File: src/rtl/actmon_pkg.sv
package actmon_pkg;
  localparam int K_W   = 3;
  localparam int NUM_W = 3;

  // control register bit positions
  localparam int C_K_LSB      = 10;
  localparam int C_PERIODIC   = 18;
  localparam int C_AVG_LO_EN  = 20;
  localparam int C_AVG_HI_EN  = 21;
  localparam int C_LO_NUM_LSB = 23;
  localparam int C_HI_NUM_LSB = 26;
  localparam int C_LO_EN      = 29;
  localparam int C_HI_EN      = 30;
  localparam int C_ENB        = 31;

  // global status bit of channel 0; channel c uses GLB_BIT0 - c
  localparam int GLB_BIT0 = 26;

  // register offsets inside a region
  localparam logic [5:0] G_STAT   = 6'h00;
  localparam logic [5:0] G_PERIOD = 6'h04;
  localparam logic [5:0] R_CTRL   = 6'h00;
  localparam logic [5:0] R_UWM    = 6'h04;
  localparam logic [5:0] R_LWM    = 6'h08;
  localparam logic [5:0] R_SEED   = 6'h0C;
  localparam logic [5:0] R_AUWM   = 6'h10;
  localparam logic [5:0] R_ALWM   = 6'h14;
  localparam logic [5:0] R_WEIGHT = 6'h18;
  localparam logic [5:0] R_AVG    = 6'h1C;
  localparam logic [5:0] R_STAT   = 6'h20;
  localparam logic [5:0] R_LAST   = 6'h24;

  typedef struct packed {
    logic             enb;
    logic             periodic;
    logic             hi_en;
    logic             lo_en;
    logic             avg_hi_en;
    logic             avg_lo_en;
    logic [NUM_W-1:0] hi_num;
    logic [NUM_W-1:0] lo_num;
    logic [K_W-1:0]   k;
  } ch_cfg_t;
endpackage

File: src/rtl/actmon_period_timer.sv
module actmon_period_timer #(
  parameter int PW = 8
) (
  input  logic          clk,
  input  logic          rst,
  input  logic          ms_tick,
  input  logic [PW-1:0] period,
  output logic          win_close,
  output logic [PW-1:0] tick_cnt
);
  assign win_close = ms_tick && (tick_cnt >= period);

  always_ff @(posedge clk) begin
    if (rst)
      tick_cnt <= '0;
    else if (ms_tick)
      tick_cnt <= win_close ? '0 : tick_cnt + 1'b1;
  end
endmodule

File: src/rtl/actmon_channel.sv
module actmon_channel
  import actmon_pkg::*;
#(
  parameter int DW = 32
) (
  input  logic             clk,
  input  logic             rst,
  input  logic             ev,
  input  logic             win_close,
  input  ch_cfg_t          cfg,
  input  logic [DW-1:0]    up_wm,
  input  logic [DW-1:0]    lo_wm,
  input  logic [DW-1:0]    avg_up_wm,
  input  logic [DW-1:0]    avg_lo_wm,
  input  logic [DW-1:0]    weight,
  input  logic             seed_wr,
  input  logic [DW-1:0]    seed_val,
  input  logic [3:0]       clr_mask,
  output logic [DW-1:0]    avg,
  output logic [DW-1:0]    last_cnt,
  output logic [DW-1:0]    acc,
  output logic [3:0]       stat,
  output logic [NUM_W-1:0] hi_run,
  output logic [NUM_W-1:0] lo_run
);
  localparam int SW = DW + 2;

  logic                 active, close;
  logic [DW:0]          sum;
  logic [DW-1:0]        acc_inc;
  logic signed [SW-1:0] diff, step, avg_nxt;
  logic [K_W:0]         shamt;
  logic                 br_hi, br_lo, set_hi, set_lo, set_ahi, set_alo;
  logic [3:0]           set_vec;

  assign active  = cfg.enb && cfg.periodic;
  assign close   = win_close && active;
  assign sum     = {1'b0, acc} + {1'b0, weight};
  assign acc_inc = sum[DW] ? '1 : sum[DW-1:0];

  assign shamt   = {1'b0, cfg.k} + 1'b1;
  assign diff    = $signed({2'b00, acc}) - $signed({2'b00, avg});
  assign step    = diff >>> shamt;
  assign avg_nxt = $signed({2'b00, avg}) + step;

  assign br_hi   = acc > up_wm;
  assign br_lo   = acc < lo_wm;
  assign set_hi  = close && cfg.hi_en && br_hi && (hi_run >= cfg.hi_num);
  assign set_lo  = close && cfg.lo_en && br_lo && (lo_run >= cfg.lo_num);
  assign set_ahi = close && cfg.avg_hi_en && (avg_nxt > $signed({2'b00, avg_up_wm}));
  assign set_alo = close && cfg.avg_lo_en && (avg_nxt < $signed({2'b00, avg_lo_wm}));
  assign set_vec = {set_hi, set_lo, set_ahi, set_alo};

  always_ff @(posedge clk) begin
    if (rst) begin
      acc      <= '0;
      avg      <= '0;
      last_cnt <= '0;
      stat     <= '0;
      hi_run   <= '0;
      lo_run   <= '0;
    end else begin
      if (!active)
        acc <= '0;
      else if (close)
        acc <= ev ? weight : '0;
      else if (ev)
        acc <= acc_inc;

      if (seed_wr)
        avg <= seed_val;
      else if (close)
        avg <= avg_nxt[DW-1:0];

      if (close)
        last_cnt <= acc;

      if (close && cfg.hi_en)
        hi_run <= (br_hi && !set_hi) ? hi_run + 1'b1 : '0;
      if (close && cfg.lo_en)
        lo_run <= (br_lo && !set_lo) ? lo_run + 1'b1 : '0;

      stat <= (stat & ~clr_mask) | set_vec;
    end
  end
endmodule

File: src/rtl/actmon.sv
module actmon
  import actmon_pkg::*;
#(
  parameter int NCH = 2,
  parameter int DW  = 32,
  parameter int AW  = 8,
  parameter int PW  = 8
) (
  input  logic           clk,
  input  logic           rst,
  input  logic           ms_tick,
  input  logic [NCH-1:0] event_in,
  input  logic           bus_wr,
  input  logic           bus_rd,
  input  logic [AW-1:0]  bus_addr,
  input  logic [DW-1:0]  bus_wdata,
  output logic [DW-1:0]  bus_rdata,
  output logic           irq
);
  localparam int SELW = AW - 6;

  logic [SELW-1:0] sel;
  logic [5:0]      off;
  assign sel = bus_addr[AW-1:6];
  assign off = bus_addr[5:0];

  logic [PW-1:0] period_r;
  logic          win_close;
  logic [PW-1:0] tick_cnt;

  logic [DW-1:0] ctrl_r   [NCH];
  logic [DW-1:0] uwm_r    [NCH];
  logic [DW-1:0] lwm_r    [NCH];
  logic [DW-1:0] auwm_r   [NCH];
  logic [DW-1:0] alwm_r   [NCH];
  logic [DW-1:0] weight_r [NCH];
  logic [DW-1:0] avg      [NCH];
  logic [DW-1:0] last_cnt [NCH];
  logic [DW-1:0] acc      [NCH];
  logic [3:0]    stat     [NCH];
  logic [NUM_W-1:0] hi_run [NCH];
  logic [NUM_W-1:0] lo_run [NCH];
  ch_cfg_t       cfg      [NCH];
  logic [NCH-1:0] seed_wr, pend, ch_active;
  logic [3:0]    clr_mask [NCH];
  logic [DW-1:0] glb;
  logic [DW-1:0] rd_mux;

  actmon_period_timer #(.PW(PW)) u_timer (
    .clk(clk), .rst(rst), .ms_tick(ms_tick), .period(period_r),
    .win_close(win_close), .tick_cnt(tick_cnt)
  );

  for (genvar c = 0; c < NCH; c++) begin : g_ch
    localparam logic [SELW-1:0] MYSEL = SELW'(c + 1);

    assign cfg[c].enb       = ctrl_r[c][C_ENB];
    assign cfg[c].periodic  = ctrl_r[c][C_PERIODIC];
    assign cfg[c].hi_en     = ctrl_r[c][C_HI_EN];
    assign cfg[c].lo_en     = ctrl_r[c][C_LO_EN];
    assign cfg[c].avg_hi_en = ctrl_r[c][C_AVG_HI_EN];
    assign cfg[c].avg_lo_en = ctrl_r[c][C_AVG_LO_EN];
    assign cfg[c].hi_num    = ctrl_r[c][C_HI_NUM_LSB +: NUM_W];
    assign cfg[c].lo_num    = ctrl_r[c][C_LO_NUM_LSB +: NUM_W];
    assign cfg[c].k         = ctrl_r[c][C_K_LSB +: K_W];
    assign ch_active[c]     = cfg[c].enb && cfg[c].periodic;

    assign seed_wr[c]  = bus_wr && (sel == MYSEL) && (off == R_SEED);
    assign clr_mask[c] = (bus_wr && (sel == MYSEL) && (off == R_STAT)) ?
                         bus_wdata[DW-1 -: 4] : 4'b0;
    assign pend[c]     = |stat[c];

    always_ff @(posedge clk) begin
      if (rst) begin
        ctrl_r[c]   <= '0;
        uwm_r[c]    <= '0;
        lwm_r[c]    <= '0;
        auwm_r[c]   <= '0;
        alwm_r[c]   <= '0;
        weight_r[c] <= '0;
      end else if (bus_wr && (sel == MYSEL)) begin
        case (off)
          R_CTRL:   ctrl_r[c]   <= bus_wdata;
          R_UWM:    uwm_r[c]    <= bus_wdata;
          R_LWM:    lwm_r[c]    <= bus_wdata;
          R_AUWM:   auwm_r[c]   <= bus_wdata;
          R_ALWM:   alwm_r[c]   <= bus_wdata;
          R_WEIGHT: weight_r[c] <= bus_wdata;
          default: ;
        endcase
      end
    end

    actmon_channel #(.DW(DW)) u_ch (
      .clk(clk), .rst(rst), .ev(event_in[c]), .win_close(win_close),
      .cfg(cfg[c]), .up_wm(uwm_r[c]), .lo_wm(lwm_r[c]),
      .avg_up_wm(auwm_r[c]), .avg_lo_wm(alwm_r[c]), .weight(weight_r[c]),
      .seed_wr(seed_wr[c]), .seed_val(bus_wdata), .clr_mask(clr_mask[c]),
      .avg(avg[c]), .last_cnt(last_cnt[c]), .acc(acc[c]), .stat(stat[c]),
      .hi_run(hi_run[c]), .lo_run(lo_run[c])
    );
  end

  always_ff @(posedge clk) begin
    if (rst)
      period_r <= '0;
    else if (bus_wr && (sel == '0) && (off == G_PERIOD))
      period_r <= bus_wdata[PW-1:0];
  end

  always_comb begin
    glb = '0;
    for (int c = 0; c < NCH; c++)
      glb[GLB_BIT0 - c] = pend[c];
  end

  always_comb begin
    rd_mux = '0;
    if (sel == '0) begin
      case (off)
        G_STAT:   rd_mux = glb;
        G_PERIOD: rd_mux = DW'(period_r);
        default:  rd_mux = '0;
      endcase
    end else begin
      for (int c = 0; c < NCH; c++) begin
        if (sel == SELW'(c + 1)) begin
          case (off)
            R_CTRL:   rd_mux = ctrl_r[c];
            R_UWM:    rd_mux = uwm_r[c];
            R_LWM:    rd_mux = lwm_r[c];
            R_SEED:   rd_mux = avg[c];
            R_AUWM:   rd_mux = auwm_r[c];
            R_ALWM:   rd_mux = alwm_r[c];
            R_WEIGHT: rd_mux = weight_r[c];
            R_AVG:    rd_mux = avg[c];
            R_STAT:   rd_mux = {stat[c], {(DW-4){1'b0}}};
            R_LAST:   rd_mux = last_cnt[c];
            default:  rd_mux = '0;
          endcase
        end
      end
    end
  end

  always_ff @(posedge clk) begin
    if (rst) begin
      bus_rdata <= '0;
      irq       <= 1'b0;
    end else begin
      if (bus_rd)
        bus_rdata <= rd_mux;
      irq <= |pend;
    end
  end
endmodule


File: config.mk
export PLATFORM = sky130hd
export DESIGN_NAME = actmon
export DESIGN_NICKNAME = d
export VERILOG_FILES = /design/src/rtl/actmon_pkg.sv /design/src/rtl/actmon_period_timer.sv /design/src/rtl/actmon_channel.sv /design/src/rtl/actmon.sv
export SDC_FILE = /design/constraint.sdc
export NUM_CORES = 2
export LEC_CHECK = 0
export BUFFER_PORTS_ARGS = -buffer_cell sky130_fd_sc_hd__buf_4
export CELL_PAD_IN_SITES_DETAIL_PLACEMENT = 1
export CELL_PAD_IN_SITES_GLOBAL_PLACEMENT = 1
export CORE_UTILIZATION = 44
export DETAILED_ROUTE_END_ITERATION = 6
export PLACE_DENSITY = 0.84
export SLEW_MARGIN = 20
export SYNTH_ARGS = -nofsm -noshare
export SYNTH_HDL_FRONTEND = slang
export SYNTH_SLANG_ARGS = --single-unit
File: constraint.sdc
create_clock -name clk -period 20.6 [get_ports clk]
set_clock_uncertainty 0.05 [all_clocks]
set_input_delay 4.12 -clock clk [delete_from_list [all_inputs] [get_ports clk]]
set_output_delay 4.12 -clock clk [all_outputs]
set_load 0.02 [all_outputs]
==> impl_metrics.env <==
export IMPL_status="completed"
export IMPL_seq_power_share_pct=28.2
export IMPL_r2r_setup_slack_ps=11940
export IMPL_slew_viol_final=0
export IMPL_yosys_warnings=0
export IMPL_crit_arrival_ps=9140
export IMPL_areaGrowthSynthToFinish_pct=9.53
export IMPL_nets=5920
export IMPL_synth_top_area_share_pct=24.0
export IMPL_rows=120
export IMPL_hold_buffers=0
export IMPL_slew_limit_headroom_pct=15.5
export IMPL_vdd_ir_drop_max_uv=61.1
export IMPL_ioPinCount=80
export IMPL_critPathKind="flip-flop to flip-flop"
export IMPL_antenna_found_initial=9
export IMPL_synth_area_leader_cell="edfxtp_1"
export IMPL_final_area_um2=52500
export IMPL_async_reset_ff_share_pct=0
export IMPL_grt_max_degree=72
export IMPL_vias=45900
export IMPL_synth_fp_nets=5990
export IMPL_dieHeight_um=332
export IMPL_die_x_um=332
export IMPL_tightest_slew_ps=1260
export IMPL_path_common_cell="o21ai_0"
export IMPL_fill_cells=12400
export IMPL_core_um2=108000
export IMPL_post_cts_resized=0
export IMPL_critPathMaxStageDelay_ps=580
export IMPL_r2r_cells=30
export IMPL_startpoint_type="flip-flop"
export IMPL_synth_edf_count=384
export IMPL_setup_tns_ps=0
export IMPL_first_pass_iters=6
export IMPL_worstHoldPathType="flip-flop to flip-flop"
export IMPL_p_int_w=0.00312
export IMPL_grt_pass1_vias=47000
export IMPL_crit_path_end="g_ch[0].u_ch.stat[1]"
export IMPL_post_cts_buffers=0
export IMPL_wl_per_cell_um=28.9
export IMPL_drc_errors=0
export IMPL_via_per_inst=6.68
export IMPL_die_area_um2=110000
export IMPL_drtAntennaViolNets=0
export IMPL_synth_ff_type="edfxtp_1"
export IMPL_sw_frac_of_total_pct=41.0
export IMPL_drive_gt1_share_pct=7.37
export IMPL_yosysSeqAreaShare_pct=34.9
export IMPL_cpMaxStageDelayCell="ha_1"
export IMPL_avgSynthCellArea_um2=8.78
export IMPL_cts_num_sinks=645
export IMPL_grt_usage_pct=34.9
export IMPL_reg2reg_to="g_ch[0].u_ch.stat[1]"
export IMPL_setup_violations=0
export IMPL_fin_util_pct=48.9
export IMPL_cts_max_path_buffers=3
export IMPL_initial_utilization_pct=44.6
export IMPL_r2r_start="g_ch[0].u_ch.acc[0]"
export IMPL_cts_tree="done"
export IMPL_cts_max_level=3
export IMPL_clkPwrFrac_pct=25.8
export IMPL_postSynthCellCount=5466
export IMPL_required_ps=21080
export IMPL_postPlaceCellArea_um2=50100
export IMPL_p_sw_w=0.00217
export IMPL_cts_buffers=76
export IMPL_synth_area_leaders="edfxtp_1 24%, ha_1 12%, dfxtp_1 11%, and2_1 5.3%, a21oi_1 4.3%"
export IMPL_mappedNetlistArea_um2=48000
export IMPL_synth_commonest_cells="520 x nand2_1, 471 x ha_1, 416 x a21oi_1, 406 x and2_1, 391 x inv_1"
export IMPL_cap_violations=0
export IMPL_clk_latency_ps=650
export IMPL_fin_crit_sh_pct=42.0
export IMPL_crit_path_max_fanout=5
export IMPL_rsz0062_at_grt="no"
export IMPL_drt_total_wl_mm=199
export IMPL_gr_total_overflow=0
export IMPL_hpwl_mm=143
export IMPL_ys_types=87
export IMPL_hold_viol_final=0
export IMPL_ys_ff_latch=645
export IMPL_path_clk_slew_ps=60
export IMPL_synth_most_common_cell="nand2_1"
export IMPL_worst_setup_path_end_kind="flip-flop"
export IMPL_cts_root_buf="clkbuf_16"
export IMPL_max_freq_ghz=0.115
export IMPL_power_share_combinational_pct=46.1
export IMPL_grt_pass1_wl_mm=295
export IMPL_p_per_area_nw_per_um2=101
export IMPL_period_minus_slack_ps=8660
export IMPL_globalplace_congestion=0.969
export IMPL_port_buffers=79
export IMPL_power_leakage_nw=22.0
export IMPL_crit_path_start="g_ch[0].u_ch.acc[0]"
export IMPL_drtIter0Drc=5088
==> metrics by stage <==
stage | total power (W) | hold slack [ps] | setup WS (ps) | instances
2_1_floorplan | 0.00316 | 386 | 12800 | 5466
3_3_place_gp | 0.00381 | 391 | 12170 | 6720
3_5_place_dp | 0.00387 | 397 | 12080 | 6721
4_1_cts | 0.00524 | 406 | 12060 | 6860
5_1_grt | 0.00554 | 416 | 11590 | 6861
6_report | 0.00529 | 404 | 11940 | 6863
==> power by group through the flow <==
stage | Sequential (W) | Combinational, W | Clock (W)
final | 0.00149 | 0.00244 | 0.00136
after global routing | 0.00150 | 0.00263 | 0.00141
after CTS | 0.00149 | 0.00238 | 0.00137
after detailed placement | 0.00152 | 0.00236 | 0
after global placement | 0.00151 | 0.00229 | 0
after floorplan | 0.00149 | 0.00167 | 0
==> layout make-up <==
class	instances	area, um^2	share of cell area, %
multi-input combinational	4120	28900	55.0
clock inverter	27	231	0.441
clock buffer	112	2220	4.22
tap	1403	1760	3.34
antenna	3	7.51	0.0143
sequential	645	16800	31.9
inverter	393	1480	2.81
timing repair buffer	160	1200	2.29
==> how the worst min path moves through the flow <==
stage	cells past startpoint	endpoint	start
after global placement	2	g_ch[1].u_ch.last_cnt[15]	g_ch[1].u_ch.last_cnt[15]
after global routing	2	g_ch[1].u_ch.last_cnt[5]	g_ch[1].u_ch.last_cnt[5]
final	2	g_ch[1].u_ch.last_cnt[16]	g_ch[1].u_ch.last_cnt[16]
after floorplan	2	g_ch[0].u_ch.last_cnt[30]	g_ch[0].u_ch.last_cnt[30]
after CTS	2	g_ch[1].u_ch.last_cnt[16]	g_ch[1].u_ch.last_cnt[16]
after detailed placement	2	g_ch[0].u_ch.last_cnt[5]	g_ch[0].u_ch.last_cnt[5]
==> kinds of logic (layout without fill, tap and decap cells) <==
kind of cell               count (synthesis)  after routing  synth area share [%]
adders and majority gates                477            477                  12.5
buffers and inverters                    701            692                  5.53
other                                      0              3                     0
and+or+nand+nor                         1741           1741                  18.1
DFF                                      645            645                  34.9
xor gates and xnor gates                 170            170                  3.10
AOI/OAI and AO/OA                       1610           1610                  22.7
muxes                                    122            122                  3.10
==> cell usage in the layout, fill, tap and decap left out, types with 82 or more instances in the layout <==
master / Yosys / final
nand2_1: 520 / 520
ha_1: 471 / 471
a21oi_1: 416 / 416
and2_1: 406 / 406
inv_1: 391 / 390
edfxtp_1: 384 / 384
nor2_1: 281 / 274
dfxtp_1: 261 / 261
o21ai_0: 222 / 210
a21o_1: 170 / 170
buf_4: 1 / 159
a22oi_1: 133 / 133
nand3_1: 118 / 116
a221oi_1: 97 / 97
xnor2_1: 98 / 96
nor3_1: 103 / 87
a211oi_1: 82 / 82
==> critical path, delay by kind of cell, from the launching register on <==
family          cells  cell delay, ps
compound gates     15            3870
fa+ha+maj           5            1900
simple gates        5            1030
mux                 2             810
xor+xnor            2             420
flops               1             380
buf+inv             1             100
==> layer usage <==
layer  share of wire [%]  track usage, %  routed length (um)
met3                 9.3            6.22               18500
met1                  39            43.9               77900
met2                  46            56.7               90800
met5               0.029               0                  57
met4                 5.7            18.8               11300
No activity file was read; power rests on OpenSTA's default activity.
